`src/rtl/pdc_i2c_pkg.sv`:
```
package pdc_i2c_pkg;

  localparam logic [7:0] SEG_A_LO = 8'h02;
  localparam logic [7:0] SEG_A_HI = 8'h0F;
  localparam logic [7:0] SEG_B_LO = 8'h11;
  localparam logic [7:0] SEG_B_HI = 8'h31;
  localparam logic [7:0] TOP_ADDR = 8'h31;
  localparam logic [7:0] WO_ADDR  = 8'h01;

  typedef enum logic [2:0] {
    ST_IDLE, ST_ADDR, ST_ACKA, ST_WR, ST_ACKW, ST_RD, ST_RACK, ST_SKIP
  } bus_state_t;

  // Pointer after one accepted byte: steps inside a segment, parks on its end.
  function automatic logic [7:0] step_addr(input logic [7:0] a);
    if ((a >= SEG_A_LO && a < SEG_A_HI) || (a >= SEG_B_LO && a < SEG_B_HI))
      return a + 8'd1;
    return a;
  endfunction

  function automatic logic readable(input logic [7:0] a);
    return (a <= TOP_ADDR) && (a != WO_ADDR);
  endfunction

  function automatic logic [6:0] dev_addr(input logic sel);
    return sel ? 7'h10 : 7'h11;
  endfunction

endpackage

```
`src/rtl/pdc_i2c_sync.sv`:
```
module pdc_i2c_sync #(
  parameter int STAGES = 2
) (
  input  logic clk,
  input  logic rst_n,
  input  logic scl_i,
  input  logic sda_i,
  output logic scl_o,
  output logic sda_o,
  output logic scl_rise_o,
  output logic scl_fall_o,
  output logic start_o,
  output logic stop_o
);
  logic [STAGES-1:0] scl_sh, sda_sh;
  logic scl_d, sda_d;

  always_ff @(posedge clk or negedge rst_n) begin
    if (!rst_n) begin
      scl_sh <= '1;
      sda_sh <= '1;
      scl_d  <= 1'b1;
      sda_d  <= 1'b1;
    end else begin
      scl_sh <= {scl_sh[STAGES-2:0], scl_i};
      sda_sh <= {sda_sh[STAGES-2:0], sda_i};
      scl_d  <= scl_sh[STAGES-1];
      sda_d  <= sda_sh[STAGES-1];
    end
  end

  assign scl_o      = scl_sh[STAGES-1];
  assign sda_o      = sda_sh[STAGES-1];
  assign scl_rise_o = scl_o & ~scl_d;
  assign scl_fall_o = ~scl_o & scl_d;
  assign start_o    = scl_o & scl_d & sda_d & ~sda_o;
  assign stop_o     = scl_o & scl_d & ~sda_d & sda_o;

  assert_bus_events_excl_R11: assert property (@(posedge clk) disable iff (!rst_n)
    $onehot0({start_o, stop_o, scl_rise_o, scl_fall_o}));

endmodule

```
`src/rtl/pdc_i2c_waddr.sv`:
```
module pdc_i2c_waddr
  import pdc_i2c_pkg::*;
(
  input  logic       clk,
  input  logic       rst_n,
  input  logic       load_i,
  input  logic [7:0] load_val_i,
  input  logic       step_i,
  output logic [7:0] wa_o
);
  always_ff @(posedge clk or negedge rst_n) begin
    if (!rst_n)      wa_o <= 8'h00;
    else if (load_i) wa_o <= load_val_i;
    else if (step_i) wa_o <= step_addr(wa_o);
  end

  assert_direct_hold_R4: assert property (@(posedge clk) disable iff (!rst_n)
    (step_i && !load_i && (wa_o == 8'h00 || wa_o == 8'h01 || wa_o == 8'h10))
      |=> (wa_o == $past(wa_o)));

  assert_seg_a_step_R5: assert property (@(posedge clk) disable iff (!rst_n)
    (step_i && !load_i && wa_o >= SEG_A_LO && wa_o < SEG_A_HI)
      |=> (wa_o == 8'($past(wa_o) + 8'd1)));

  assert_seg_a_park_R5: assert property (@(posedge clk) disable iff (!rst_n)
    (step_i && !load_i && wa_o == SEG_A_HI) |=> (wa_o == SEG_A_HI));

  assert_seg_b_step_R6: assert property (@(posedge clk) disable iff (!rst_n)
    (step_i && !load_i && wa_o >= SEG_B_LO && wa_o < SEG_B_HI)
      |=> (wa_o == 8'($past(wa_o) + 8'd1)));

  assert_seg_b_park_R6: assert property (@(posedge clk) disable iff (!rst_n)
    (step_i && !load_i && wa_o == SEG_B_HI) |=> (wa_o == SEG_B_HI));

endmodule

```
`src/rtl/pdc_i2c_regif.sv`:
```
module pdc_i2c_regif
  import pdc_i2c_pkg::*;
#(
  parameter int SYNC_STAGES = 2
) (
  input  logic       clk,
  input  logic       rst_n,
  input  logic       scl_i,
  input  logic       sda_i,
  output logic       sda_pull_o,
  input  logic       addr_sel_i,
  output logic [7:0] reg_addr_o,
  input  logic [7:0] rd_data_i,
  output logic       rd_strobe_o,
  output logic [7:0] wr_data_o,
  output logic       wr_strobe_o
);
  localparam logic [3:0] BYTE_BITS = 4'd8;

  logic scl_s, sda_s, scl_rise, scl_fall, bus_start, bus_stop;
  bus_state_t state;
  logic [3:0] bitcnt;
  logic [7:0] shreg;
  logic       rw_q, first_q, mack_q;
  logic [7:0] wa;

  pdc_i2c_sync #(.STAGES(SYNC_STAGES)) sync_i (
    .clk(clk), .rst_n(rst_n), .scl_i(scl_i), .sda_i(sda_i),
    .scl_o(scl_s), .sda_o(sda_s), .scl_rise_o(scl_rise), .scl_fall_o(scl_fall),
    .start_o(bus_start), .stop_o(bus_stop)
  );

  // Named internal events
  logic byte_done, addr_hit, load_evt, rd_evt, wr_evt, wa_load, wa_step;
  logic [7:0] rd_byte;

  assign byte_done = (bitcnt == BYTE_BITS) & scl_fall;
  assign addr_hit  = (shreg[7:1] == dev_addr(addr_sel_i));
  assign load_evt  = scl_fall & (((state == ST_ACKA) & rw_q) | ((state == ST_RACK) & mack_q));
  assign rd_evt    = load_evt & readable(wa);
  assign rd_byte   = readable(wa) ? rd_data_i : 8'h00;
  assign wr_evt    = (state == ST_WR) & byte_done & ~first_q & (wa <= TOP_ADDR);
  assign wa_load   = (state == ST_WR) & byte_done & first_q;
  assign wa_step   = ((state == ST_WR) & byte_done & ~first_q)
                   | ((state == ST_RACK) & scl_rise & ~sda_s);

  pdc_i2c_waddr waddr_i (
    .clk(clk), .rst_n(rst_n), .load_i(wa_load), .load_val_i(shreg),
    .step_i(wa_step), .wa_o(wa)
  );

  always_ff @(posedge clk or negedge rst_n) begin
    if (!rst_n) begin
      state   <= ST_IDLE;
      bitcnt  <= 4'd0;
      shreg   <= 8'h00;
      rw_q    <= 1'b0;
      first_q <= 1'b1;
      mack_q  <= 1'b0;
    end else if (bus_start) begin
      state   <= ST_ADDR;
      bitcnt  <= 4'd0;
      first_q <= 1'b1;
    end else if (bus_stop) begin
      state <= ST_IDLE;
    end else begin
      case (state)
        ST_ADDR, ST_WR: begin
          if (scl_rise && bitcnt < BYTE_BITS) begin
            shreg  <= {shreg[6:0], sda_s};
            bitcnt <= bitcnt + 4'd1;
          end
          if (byte_done) begin
            if (state == ST_WR) begin
              state   <= ST_ACKW;
              first_q <= 1'b0;
            end else if (addr_hit) begin
              state <= ST_ACKA;
              rw_q  <= shreg[0];
            end else begin
              state <= ST_SKIP;
            end
          end
        end
        ST_ACKA: if (scl_fall) begin
          bitcnt <= 4'd0;
          if (rw_q) begin
            state <= ST_RD;
            shreg <= rd_byte;
          end else begin
            state <= ST_WR;
          end
        end
        ST_ACKW: if (scl_fall) begin
          state  <= ST_WR;
          bitcnt <= 4'd0;
        end
        ST_RD: if (scl_fall) begin
          if (bitcnt == 4'd7) state <= ST_RACK;
          else begin
            shreg  <= {shreg[6:0], 1'b0};
            bitcnt <= bitcnt + 4'd1;
          end
        end
        ST_RACK: begin
          if (scl_rise) mack_q <= ~sda_s;
          if (scl_fall) begin
            if (mack_q) begin
              state  <= ST_RD;
              bitcnt <= 4'd0;
              shreg  <= rd_byte;
            end else begin
              state <= ST_SKIP;
            end
          end
        end
        default: ;
      endcase
    end
  end

  assign sda_pull_o  = (state == ST_ACKA) | (state == ST_ACKW) | ((state == ST_RD) & ~shreg[7]);
  assign reg_addr_o  = wa;
  assign wr_data_o   = shreg;
  assign wr_strobe_o = wr_evt;
  assign rd_strobe_o = rd_evt;

  assert_sda_steady_scl_high_R9: assert property (@(posedge clk) disable iff (!rst_n)
    (scl_s && $past(scl_s)) |-> $stable(sda_pull_o));

  assert_single_strobe_R3: assert property (@(posedge clk) disable iff (!rst_n)
    !(rd_strobe_o && wr_strobe_o));

  assert_skip_quiet_R2: assert property (@(posedge clk) disable iff (!rst_n)
    (state == ST_SKIP) |-> (!sda_pull_o && !rd_strobe_o && !wr_strobe_o));

  assert_read_range_R8: assert property (@(posedge clk) disable iff (!rst_n)
    rd_strobe_o |-> (reg_addr_o <= TOP_ADDR && reg_addr_o != WO_ADDR));

endmodule

```
`config.mk`:
```
export PLATFORM = sky130hd
export DESIGN_NAME = pdc_i2c_regif
export DESIGN_NICKNAME = d
export VERILOG_FILES = /design/src/rtl/pdc_i2c_pkg.sv /design/src/rtl/pdc_i2c_sync.sv /design/src/rtl/pdc_i2c_waddr.sv /design/src/rtl/pdc_i2c_regif.sv
export SDC_FILE = /design/constraint.sdc
export NUM_CORES = 1
export LEC_CHECK = 0
export BUFFER_PORTS_ARGS = -buffer_cell sky130_fd_sc_hd__buf_2
export CAP_MARGIN = 20
export CORE_MARGIN = 5
export CORE_UTILIZATION = 30
export CTS_CLUSTER_SIZE = 8
export DETAILED_ROUTE_END_ITERATION = 8
export HOLD_SLACK_MARGIN = 0.1
export PLACE_DENSITY_LB_ADDON = 0.08
export SETUP_SLACK_MARGIN = 0.15
export SLEW_MARGIN = 10
export SYNTH_ARGS = -nofsm -noshare
export SYNTH_HDL_FRONTEND = slang
export SYNTH_SLANG_ARGS = --single-unit
```
`constraint.sdc`:
```
create_clock -name clk -period 2.3 [get_ports clk]
set_input_delay 0.115 -clock clk [delete_from_list [all_inputs] [get_ports clk]]
set_output_delay 0.115 -clock clk [all_outputs]
set_load 0.05 [all_outputs]
```
==> impl_results.md, run 1 <==
- Most frequent cells in the layout: 30 x buf_2, 22 x dfrtp_1, 19 x nor2_1
- Vias: 1675
- Internal power: about 1.7 mW
- Htree depth: 2
- P_sw: 1.35 mW
- First-pass GRT wire length: 7.99 mm
- Die X: about 89 um
- Share of layout cells above drive strength 1: 0.394
- Critical path endpoint category: flip-flop
- Flops & latches, synth: 32
- Clock Sink Count: 32
- CTS Buf Count: 5
- Syn. warnings: 0
- Clock Power Share: 0.196
- Placed Area: 2210 um2
- Setup-failing EPs final: 0
- Root Driver: clkbuf_8
- Mapped Cells: 196
- Pwr per Cell Area: 1230 nW/um2
- Sw Share: 0.439
- Syn avg cell area: 9.66 um2
- Arr. time, crit path: ~2.3 ns
- Drt via density: 5.14
- R2R setup slack: about 0.21 ns
- Number of enable flip-flop cells after synthesis: 0
- Reg power frac: 0.294
- Placer Congestion: 0.795
- Hold/Removal Path Class: in2reg
- Post-synth net total: between 200 and 250
- P_leak: 1.09 nW
- Drt total wl: 5.07 mm
- Starting density of the core: 0.304
- FP Rows: 29
- Hold EP: wr_data_o[5]
- Highest Clock Rate: between 400 and 500 MHz
- Maximum clock path buffer count: 2
- VDD IR max: 0.000577 V
- Post-synth top flop: dfrtp_1
- Clock-pin slew on the worst setup and hold paths: 0.07 ns
- Tightest Pin Transition: approximately 0.9 ns
- DRC viols: 0
- Multi-input gate area: 1110 um2
- Slowest CP cell: or4_4
- WS Path Type: reg2reg
- Crit path max fanout: 4
- Worst r2r path cells: 7
- Area Growth Syn to Fin: 32.2%
- Fillcell total: 643
- Crit path buf inv count: 0
- Critical Path Max Stage Delay: 0.52 ns
- Total grt overflow: 0
- Wire length per cell: ~16 um
- Later-pin clock latency in the skew report: 0.29 ns
- Largest net degree at the start of global routing: 33
- Max Cap Viol: 0
- Most common cell after layout, fill and taps aside: buf_2
- Critical R2R Launch: bitcnt[0]
- Comb pwr share: 0.511
- Seq/Total Area, Yosys: 0.427
- FF-to-FF End: bitcnt[3]
- Crit path cell chain: ha_2 > nand2_1 > nor3_1 > a211o_1 > a211o_1 > or4_4 > a21oi_2
- CP top delay family: compound AO/OA/AOI/OAI gates
- Clk_skew: 0.00734 ns
- Initial DRC Count: 67
- PortBufs: 31
- Final ANT Viol Nets: 0
- Minimum clock period: approximately 2.1 ns
- Antenna Cells: 0
- Drt pass-1 iters: 5
- CTS tree: done
- Async SR Flop Fraction: 1.00
- CP dominant cell by count: a211o_1
- Worst Hold Depth: 3
- Detailed placement HPWL: 3.60 mm
- Number of global-route vias before repair: 1609
- RSZ-0062 raised after global routing: true
- Distinct cells, synth: between 40 and 50
- Register area: 813 um2
- CP Launch Type: flip-flop
- Slew margin rel.: 0.411
- Slew Limit Fails: 0
- Synthesized area: 1890 um2
- Antenna violations before repair: 0
- Required time worst endpoint: 2.51 ns
- Die area: about 8000 um2
- Final Core Density: 0.401
- Final worst-path cycle share: 0.907
- Final instance area: 2500 um2
- Total Routing Usage GR: 0.133
- Hold Vio Cnt, Final: 0
- Core region area: 6240 um2
- Setup_tns: 0 ns
- IO Pins: 32
- Hold Startpoint: rd_data_i[5]
- Nets: 267
- Outcome: completed
- Die Y: 89.5 um
==> cells by family after synthesis <==
| family | count (synthesis) | share of synthesized area |
|---|---|---|
| flops | 32 | 0.427 |
| buf+inv | 15 | 0.0376 |
| xor+xnor | 5 | 0.0231 |
| fa+ha+maj | 6 | 0.0396 |
| simple gates | 76 | 0.217 |
| compound gates | 47 | 0.169 |
| mux | 15 | 0.0865 |
==> final cells by class <==
cell class | instances | share of cell area
Inverter | 8 | 0.0120
Multi-Input combinational cell | 149 | 0.444
Clock inverter | 1 | 0.0120
Sequential cell | 32 | 0.325
Tap cell | 77 | 0.0385
Clock buffer | 7 | 0.0385
Timing Repair Buffer | 52 | 0.130
==> sequential cells by signal, summed over array words and instances, names as in the netlist <==
name / count
sync_i.scl_d: 1
sync_i.sda_sh: 2
mack_q: 1
state: 3
first_q: 1
bitcnt: 4
waddr_i.wa_o: 8
rw_q: 1
sync_i.scl_sh: 2
wr_data_o: 8
sync_i.sda_d: 1
==> layer usage <==
| metal | vias to the layer above | part of all wire | GRT usage |
|---|---|---|---|
| met3 | 6 | 0.051 | 0.0304 |
| met2 | 43 | 0.44 | 0.189 |
| met5 | - | 0 | 0 |
| met1 | 800 | 0.50 | 0.196 |
| li1 | 826 | - | - |
| met4 | 0 | 0.012 | 0.0487 |
==> synthesized netlist by cell type, types with 2 or more instances <==
| master | number | share of area |
|---|---|---|
| a21oi_1 | 12 | 0.032 |
| nor2b_1 | 5 | 0.017 |
| o22ai_1 | 2 | 0.0066 |
| dfstp_2 | 7 | 0.097 |
| nand3_1 | 8 | 0.021 |
| xnor2_1 | 5 | 0.023 |
| nor3_1 | 5 | 0.013 |
| mux2i_1 | 4 | 0.021 |
| o21ai_0 | 11 | 0.029 |
| a32oi_1 | 2 | 0.0092 |
| nand4b_1 | 3 | 0.014 |
| o21a_1 | 3 | 0.012 |
| or4b_1 | 2 | 0.011 |
| mux2_2 | 11 | 0.065 |
| a211o_1 | 3 | 0.014 |
| ha_1 | 6 | 0.040 |
| nor4_1 | 5 | 0.017 |
| buf_4 | 2 | 0.0079 |
| inv_1 | 8 | 0.016 |
| nor3_2 | 2 | 0.011 |
| clkbuf_1 | 4 | 0.0079 |
| nand2_1 | 12 | 0.024 |
| a22o_1 | 6 | 0.028 |
| nor2_1 | 20 | 0.040 |
| nand2b_1 | 5 | 0.017 |
| dfrtp_1 | 25 | 0.33 |
==> timing repair <==
item                       4_1_cts  5_1_grt
hold buffers                     3        0
resized for setup                5       20
gates cloned                     0        0
setup endpoints to repair        1        8
pin swaps                        2        7
setup buffers                    2        3
hold endpoints to repair        27        0
==> through the flow <==
step / hold slack [ns] / cells / worst slack (ns) / power (mW)
after detailed placement: 0.221 / 310 / 0.181 / 2.38
after CTS: 0.146 / 323 / 0.160 / 3.02
after global routing: 0.152 / 326 / 0.135 / 3.29
final: 0.156 / 326 / 0.215 / 3.08
after global placement: 0.220 / 310 / 0.228 / 2.41
after floorplan: -0.181 / 196 / 0.186 / 1.96
==> power by group through the flow <==
stage / clock network (mW) / registers, mW / logic, mW
finish: 0.601 / 0.904 / 1.57
global route: 0.648 / 0.930 / 1.71
CTS: 0.622 / 0.900 / 1.50
detailed placement: 0 / 0.921 / 1.46
global placement: 0 / 0.921 / 1.49
floorplan: 0 / 1.11 / 0.850
==> tightest hold or removal path, cell delays in order <==
cell	delay, ns
buf_2	0.09
a22oi_1	0.06
mux2i_1	0.13
==> how the worst max path moves through the flow <==
stage | cells past startpoint | slack (ns) | end | startpoint
floorplan | 5 | 0.19 | rd_strobe_o | waddr_i.wa_o[3]
global placement | 7 | 0.23 | bitcnt[3] | bitcnt[0]
detailed placement | 7 | 0.18 | bitcnt[3] | bitcnt[0]
CTS | 7 | 0.16 | rd_strobe_o | waddr_i.wa_o[0]
global route | 6 | 0.13 | bitcnt[3] | sync_i.scl_sh[1]
finish | 7 | 0.21 | bitcnt[3] | bitcnt[0]
No activity file was read; power rests on OpenSTA's default activity.
==> inputs of run 2 (changes only) <==
--- a/config.mk
+++ b/config.mk
@@ -12,7 +12,7 @@
 export CTS_CLUSTER_SIZE = 8
 export DETAILED_ROUTE_END_ITERATION = 8
 export HOLD_SLACK_MARGIN = 0.1
-export PLACE_DENSITY_LB_ADDON = 0.08
+export PLACE_DENSITY = 0.47
 export SETUP_SLACK_MARGIN = 0.15
 export SLEW_MARGIN = 10
 export SYNTH_ARGS = -nofsm -noshare
==> impl_results.md, run 2 (synthesized netlist as in run 1, its figures left out) <==
- Later-pin clock latency in the skew report: 0.28 ns
- Minimum clock period: 2.10 ns
- P_leak: about 1.1 nW
- Drt total wl: 4.89 mm
- Initial DRC Count: 91
- R2R setup slack: 0.21 ns
- FP Rows: 29
- CTS tree: done
- Hold EP: wr_data_o[5]
- Clock-pin slew on the worst setup and hold paths: 0.07 ns
- Area Growth Syn to Fin: 27.3%
- DRC viols: 0
- Share of layout cells above drive strength 1: 0.347
- Largest net degree at the start of global routing: 33
- PortBufs: 31
- Crit path max fanout: 6
- Crit path cell chain: inv_1 > ha_1 > o21a_1 > o21ai_2 > a311oi_2 > and3_4 > buf_6
- VDD IR max: 0.000478 V
- Placer Congestion: roughly 0.85
- Htree depth: 2
- Critical R2R Launch: sync_i.scl_sh[1]
- Final worst-path cycle share: 0.911
- Setup_tns: 0 ns
- Hold Vio Cnt, Final: 0
- Nets: 266
- Worst Hold Depth: 3
- Most common cell after layout, fill and taps aside: buf_2
- Final ANT Viol Nets: 0
- Setup slack after layout: 0.204 ns
- Root Driver: clkbuf_8
- Crit path buf inv count: 2
- IO Pins: 32
- RSZ-0062 raised after global routing: true
- Slew margin rel.: 0.500
- Slew Limit Fails: 0
- Drt pass-1 iters: 4
- Die X: 89.5 um
- Total Routing Usage GR: 0.131
- Wire length per cell: 15.0 um
- Worst r2r path cells: 6
- Drt via density: 5.04
- Die area: 8000 um2
- Starting density of the core: 0.304
- Critical Path Max Stage Delay: 0.44 ns
- First-pass GRT wire length: 8.00 mm
- Antenna violations before repair: 0
- Outcome: completed
- Tightest Pin Transition: 0.750 ns
- Max Cap Viol: 0
- Core region area: 6240 um2
- Antenna Cells: 0
- Critical path endpoint category: primary output
- FF-to-FF End: bitcnt[3]
- Arr. time, crit path: 1.98 ns
- Most frequent cells in the layout: 29 x buf_2, 23 x dfrtp_1, 19 x nor2_1
- CP top delay family: compound AO/OA/AOI/OAI gates
- Clock Sink Count: 32
- Highest Clock Rate: 477 MHz
- Hold Startpoint: rd_data_i[5]
- Vias: 1638
- Required time worst endpoint: 2.18 ns
- Post-place setup slack: 0.127 ns
- Clk_skew: 0.00828 ns
- WS Path Type: reg2out
- Hold/Removal Path Class: in2reg
- Total grt overflow: 0
- Die Y: 89.5 um
- Detailed placement HPWL: approximately 3.5 mm
- Slowest CP cell: dfrtp_2
- CP Launch Type: flip-flop
- Pwr per Cell Area: 1180 nW/um2
- Post-route insts no fill: 325
- CTS Buf Count: 5
- Placed Cells: 309
- Setup-failing EPs final: 0
- Number of global-route vias before repair: 1557
- Maximum clock path buffer count: 2
[run 2: repair_timing]
action | in CTS | in global routing
pin swaps | 2 | 4
endpoints found under the setup margin | 3 | 11
hold buffers | 3 | 0
setup buffers | 2 | 3
hold endpoints to repair | 27 | 0
resized for setup | 7 | 8
[run 2: cell type report]
type,instances,area (um2)
inverters,8,30.0
well taps,77,96.3
clock buffers,8,90.1
fillers,650,3830
multi-input cells,149,1060
repair buffers,51,325
flip-flops and latches,32,812
[run 2: worst reg2reg max path: cells and delay by family, from the launching register on]
family | cells | cell delay [ns]
AOI/OAI and AO/OA | 4 | 0.78
DFF | 1 | 0.57
and+or+nand+nor | 2 | 0.67
[run 2: report_power, final]
group,switching [mW],internal [mW]
Combinational,0.918,0.583
Clock,0.209,0.244
Sequential,0.186,0.712
Total,1.31,1.54
[run 2: layer usage]
layer | vias up | global-route usage | share of wire
li1 | 830 | - | -
met1 | 776 | 0.194 | 0.53
met2 | 27 | 0.188 | 0.42
met3 | 5 | 0.0295 | 0.041
met4 | 0 | 0.0406 | 0.012
met5 | - | 0 | 0
[run 2: how the worst max path moves through the flow]
stage | from | end | slack, ns | depth (start not counted)
2_1_floorplan | waddr_i.wa_o[3] | rd_strobe_o | 0.19 | 5
3_3_place_gp | bitcnt[0] | bitcnt[3] | 0.17 | 7
3_5_place_dp | bitcnt[0] | bitcnt[3] | 0.13 | 7
4_1_cts | waddr_i.wa_o[1] | rd_strobe_o | 0.14 | 7
5_1_grt | waddr_i.wa_o[1] | rd_strobe_o | 0.12 | 7
6_report | waddr_i.wa_o[1] | rd_strobe_o | 0.20 | 7
[run 2: metrics by stage]
stage,hold slack (ns),instance area (um2),power (mW),utilization
after floorplan,-0.181,1900,1.96,-
after global placement,0.221,2200,2.36,0.353
after detailed placement,0.222,2200,2.34,0.353
after CTS,0.128,2360,2.86,0.379
after global routing,0.164,2410,3.05,0.386
final,0.138,2410,2.85,0.386
==> inputs of run 3 (changes only) <==
--- a/config.mk
+++ b/config.mk
@@ -5,7 +5,7 @@
 export SDC_FILE = /design/constraint.sdc
 export NUM_CORES = 1
 export LEC_CHECK = 0
-export BUFFER_PORTS_ARGS = -buffer_cell sky130_fd_sc_hd__buf_2
+export BUFFER_PORTS_ARGS = -buffer_cell sky130_fd_sc_hd__buf_4
 export CAP_MARGIN = 20
 export CORE_MARGIN = 5
 export CORE_UTILIZATION = 30
==> impl_results.md, run 3 (synthesized netlist as in run 1, its figures left out) <==
- Clock-pin slew on the worst setup and hold paths: 0.07 ns
- Arr. time, crit path: ~2.3 ns
- Wire length per cell: 15.7 um
- Setup_tns: 0 ns
- Worst Hold Slack: 0.133 ns
- Clk_skew: 0.00435 ns
- FP Rows: 29
- Area Growth Syn to Fin: 32.6%
- Total grt overflow: 0
- Root Driver: clkbuf_8
- Initial DRC Count: 63
- IO Pins: 32
- Clock Power Share: 0.162
- Required time worst endpoint: about 2.5 ns
- Placer Congestion: 0.806
- Final instance area: roughly 2500 um2
- Final ANT Viol Nets: 0
- Core region area: approximately 6200 um2
- Starting density of the core: 0.304
- Setup slack after layout: 0.176 ns
- Sw Share: 0.448
- Comb pwr share: 0.534
- Antenna Cells: 0
- Hold/Removal Path Class: in2reg
- Post-place setup slack: 0.134 ns
- Detailed placement HPWL: 3.65 mm
- CTS Buf Count: 5
- Most frequent cells in the layout: 46 x buf_4, 23 x dfrtp_1, 19 x nor2_1
- Maximum clock path buffer count: 2
- Final worst-path cycle share: 0.923
- Antenna violations before repair: 0
- P_sw: 1.35 mW
- Pwr per Cell Area: 1200 nW/um2
- Slew Limit Fails: 0
- Total Routing Usage GR: 0.133
- Later-pin clock latency in the skew report: 0.28 ns
- First-pass GRT wire length: 8.00 mm
- Outcome: completed
- Highest Clock Rate: 471 MHz
- Reg power frac: 0.303
- Internal power: between 1.5 and 2 mW
- Most common cell after layout, fill and taps aside: buf_4
- Number of global-route vias before repair: about 1500
- VDD IR max: roughly 0.00058 V
- Largest net degree at the start of global routing: 33
- Slew margin rel.: 0.612
- Crit path max fanout: 6
- DRC viols: 0
- Clock Sink Count: 32
- CP Launch Type: flip-flop
- Tightest Pin Transition: roughly 0.58 ns
- PortBufs: 31
- Hold Vio Cnt, Final: 0
- Nets: around 270
- RSZ-0062 raised after global routing: true
- Die area: between 8000 and 9000 um2
- Placed Area: 2270 um2
- CTS tree: done
- Share of layout cells above drive strength 1: 0.360
- Drt via density: 5.09
- P_leak: 1.09 nW
- Critical path endpoint category: flip-flop
- Setup-failing EPs final: 0
- Vias: roughly 1600
- Drt total wl: just over 5 mm
- Htree depth: 2
- Drt pass-1 iters: 4
- Minimum clock period: 2.12 ns
- WS Path Type: reg2reg
- Die X: between 80 and 90 um
- Die Y: 89.5 um
- Max Cap Viol: 0
==> run 3: changes by cell type in the layout (fill, tap and decap cells not counted), sizes merged <==
cell,before,now
buf,48,47
==> run 3: metrics by stage <==
stage | std cells | total power, mW | utilization
3_5_place_dp | 307 | 2.43 | 0.363
5_1_grt | 324 | 3.23 | 0.403
2_1_floorplan | 196 | 1.96 | -
4_1_cts | 320 | 2.98 | 0.388
3_3_place_gp | 307 | 2.44 | 0.363
6_report | 324 | 3.02 | 0.403
==> run 3: metal layers <==
layer  vias to the layer above  part of all wire  GRT usage
met5                         -                 0          0
met4                         0            0.0022     0.0406
met3                         2             0.035     0.0341
met2                        31              0.45      0.196
met1                       791              0.51      0.190
li1                        825                 -          -
==> run 3: final timing paths <==
path                             startpoint                to  slack, ns  cells after the start
hold / removal                 rd_data_i[5]      wr_data_o[5]       0.13                      3
setup / recovery            waddr_i.wa_o[0]   waddr_i.wa_o[4]       0.18                      8
setup reg to reg            waddr_i.wa_o[0]   waddr_i.wa_o[4]       0.18                      8
max in group asynchronous             rst_n  sync_i.sda_sh[0]       1.65                      2
min in group asynchronous             rst_n          state[0]       0.32                      2
hold reg to reg            sync_i.scl_sh[0]  sync_i.scl_sh[1]       0.36                      0
==> run 3: power groups by stage <==
stage	combinational, mW	sequential [mW]	clock (mW)
2_1_floorplan	0.850	1.11	0
5_1_grt	1.75	0.943	0.529
3_5_place_dp	1.51	0.924	0
6_report	1.61	0.917	0.490
3_3_place_gp	1.52	0.928	0
4_1_cts	1.57	0.909	0.508
==> run 3: critical path: stages (launching register included) <==
cell,delay (ns)
dfrtp_2,0.48
buf_4,0.16
ha_1,0.21
nand3_1,0.10
o41ai_1,0.08
a211o_1,0.36
nor4_1,0.38
xnor2_1,0.16
a21oi_1,0.08
==> run 3: final cells by class <==
class,count,area (um2)
tap,77,96.3
fill,648,3730
sequential,32,812
inverter,8,30.0
clock buffer,8,100
multi-input combinational,149,1080
timing repair buffer,50,390
==> run 3: what timing repair did <==
action / CTS / global route
resized for setup: 3 / 14
endpoints found under the hold margin: 27 / 0
gates cloned: 0 / 0
setup endpoints to repair: 3 / 12
pin swaps: 0 / 3
hold buffers: 3 / 0
buffers inserted: 2 / 4
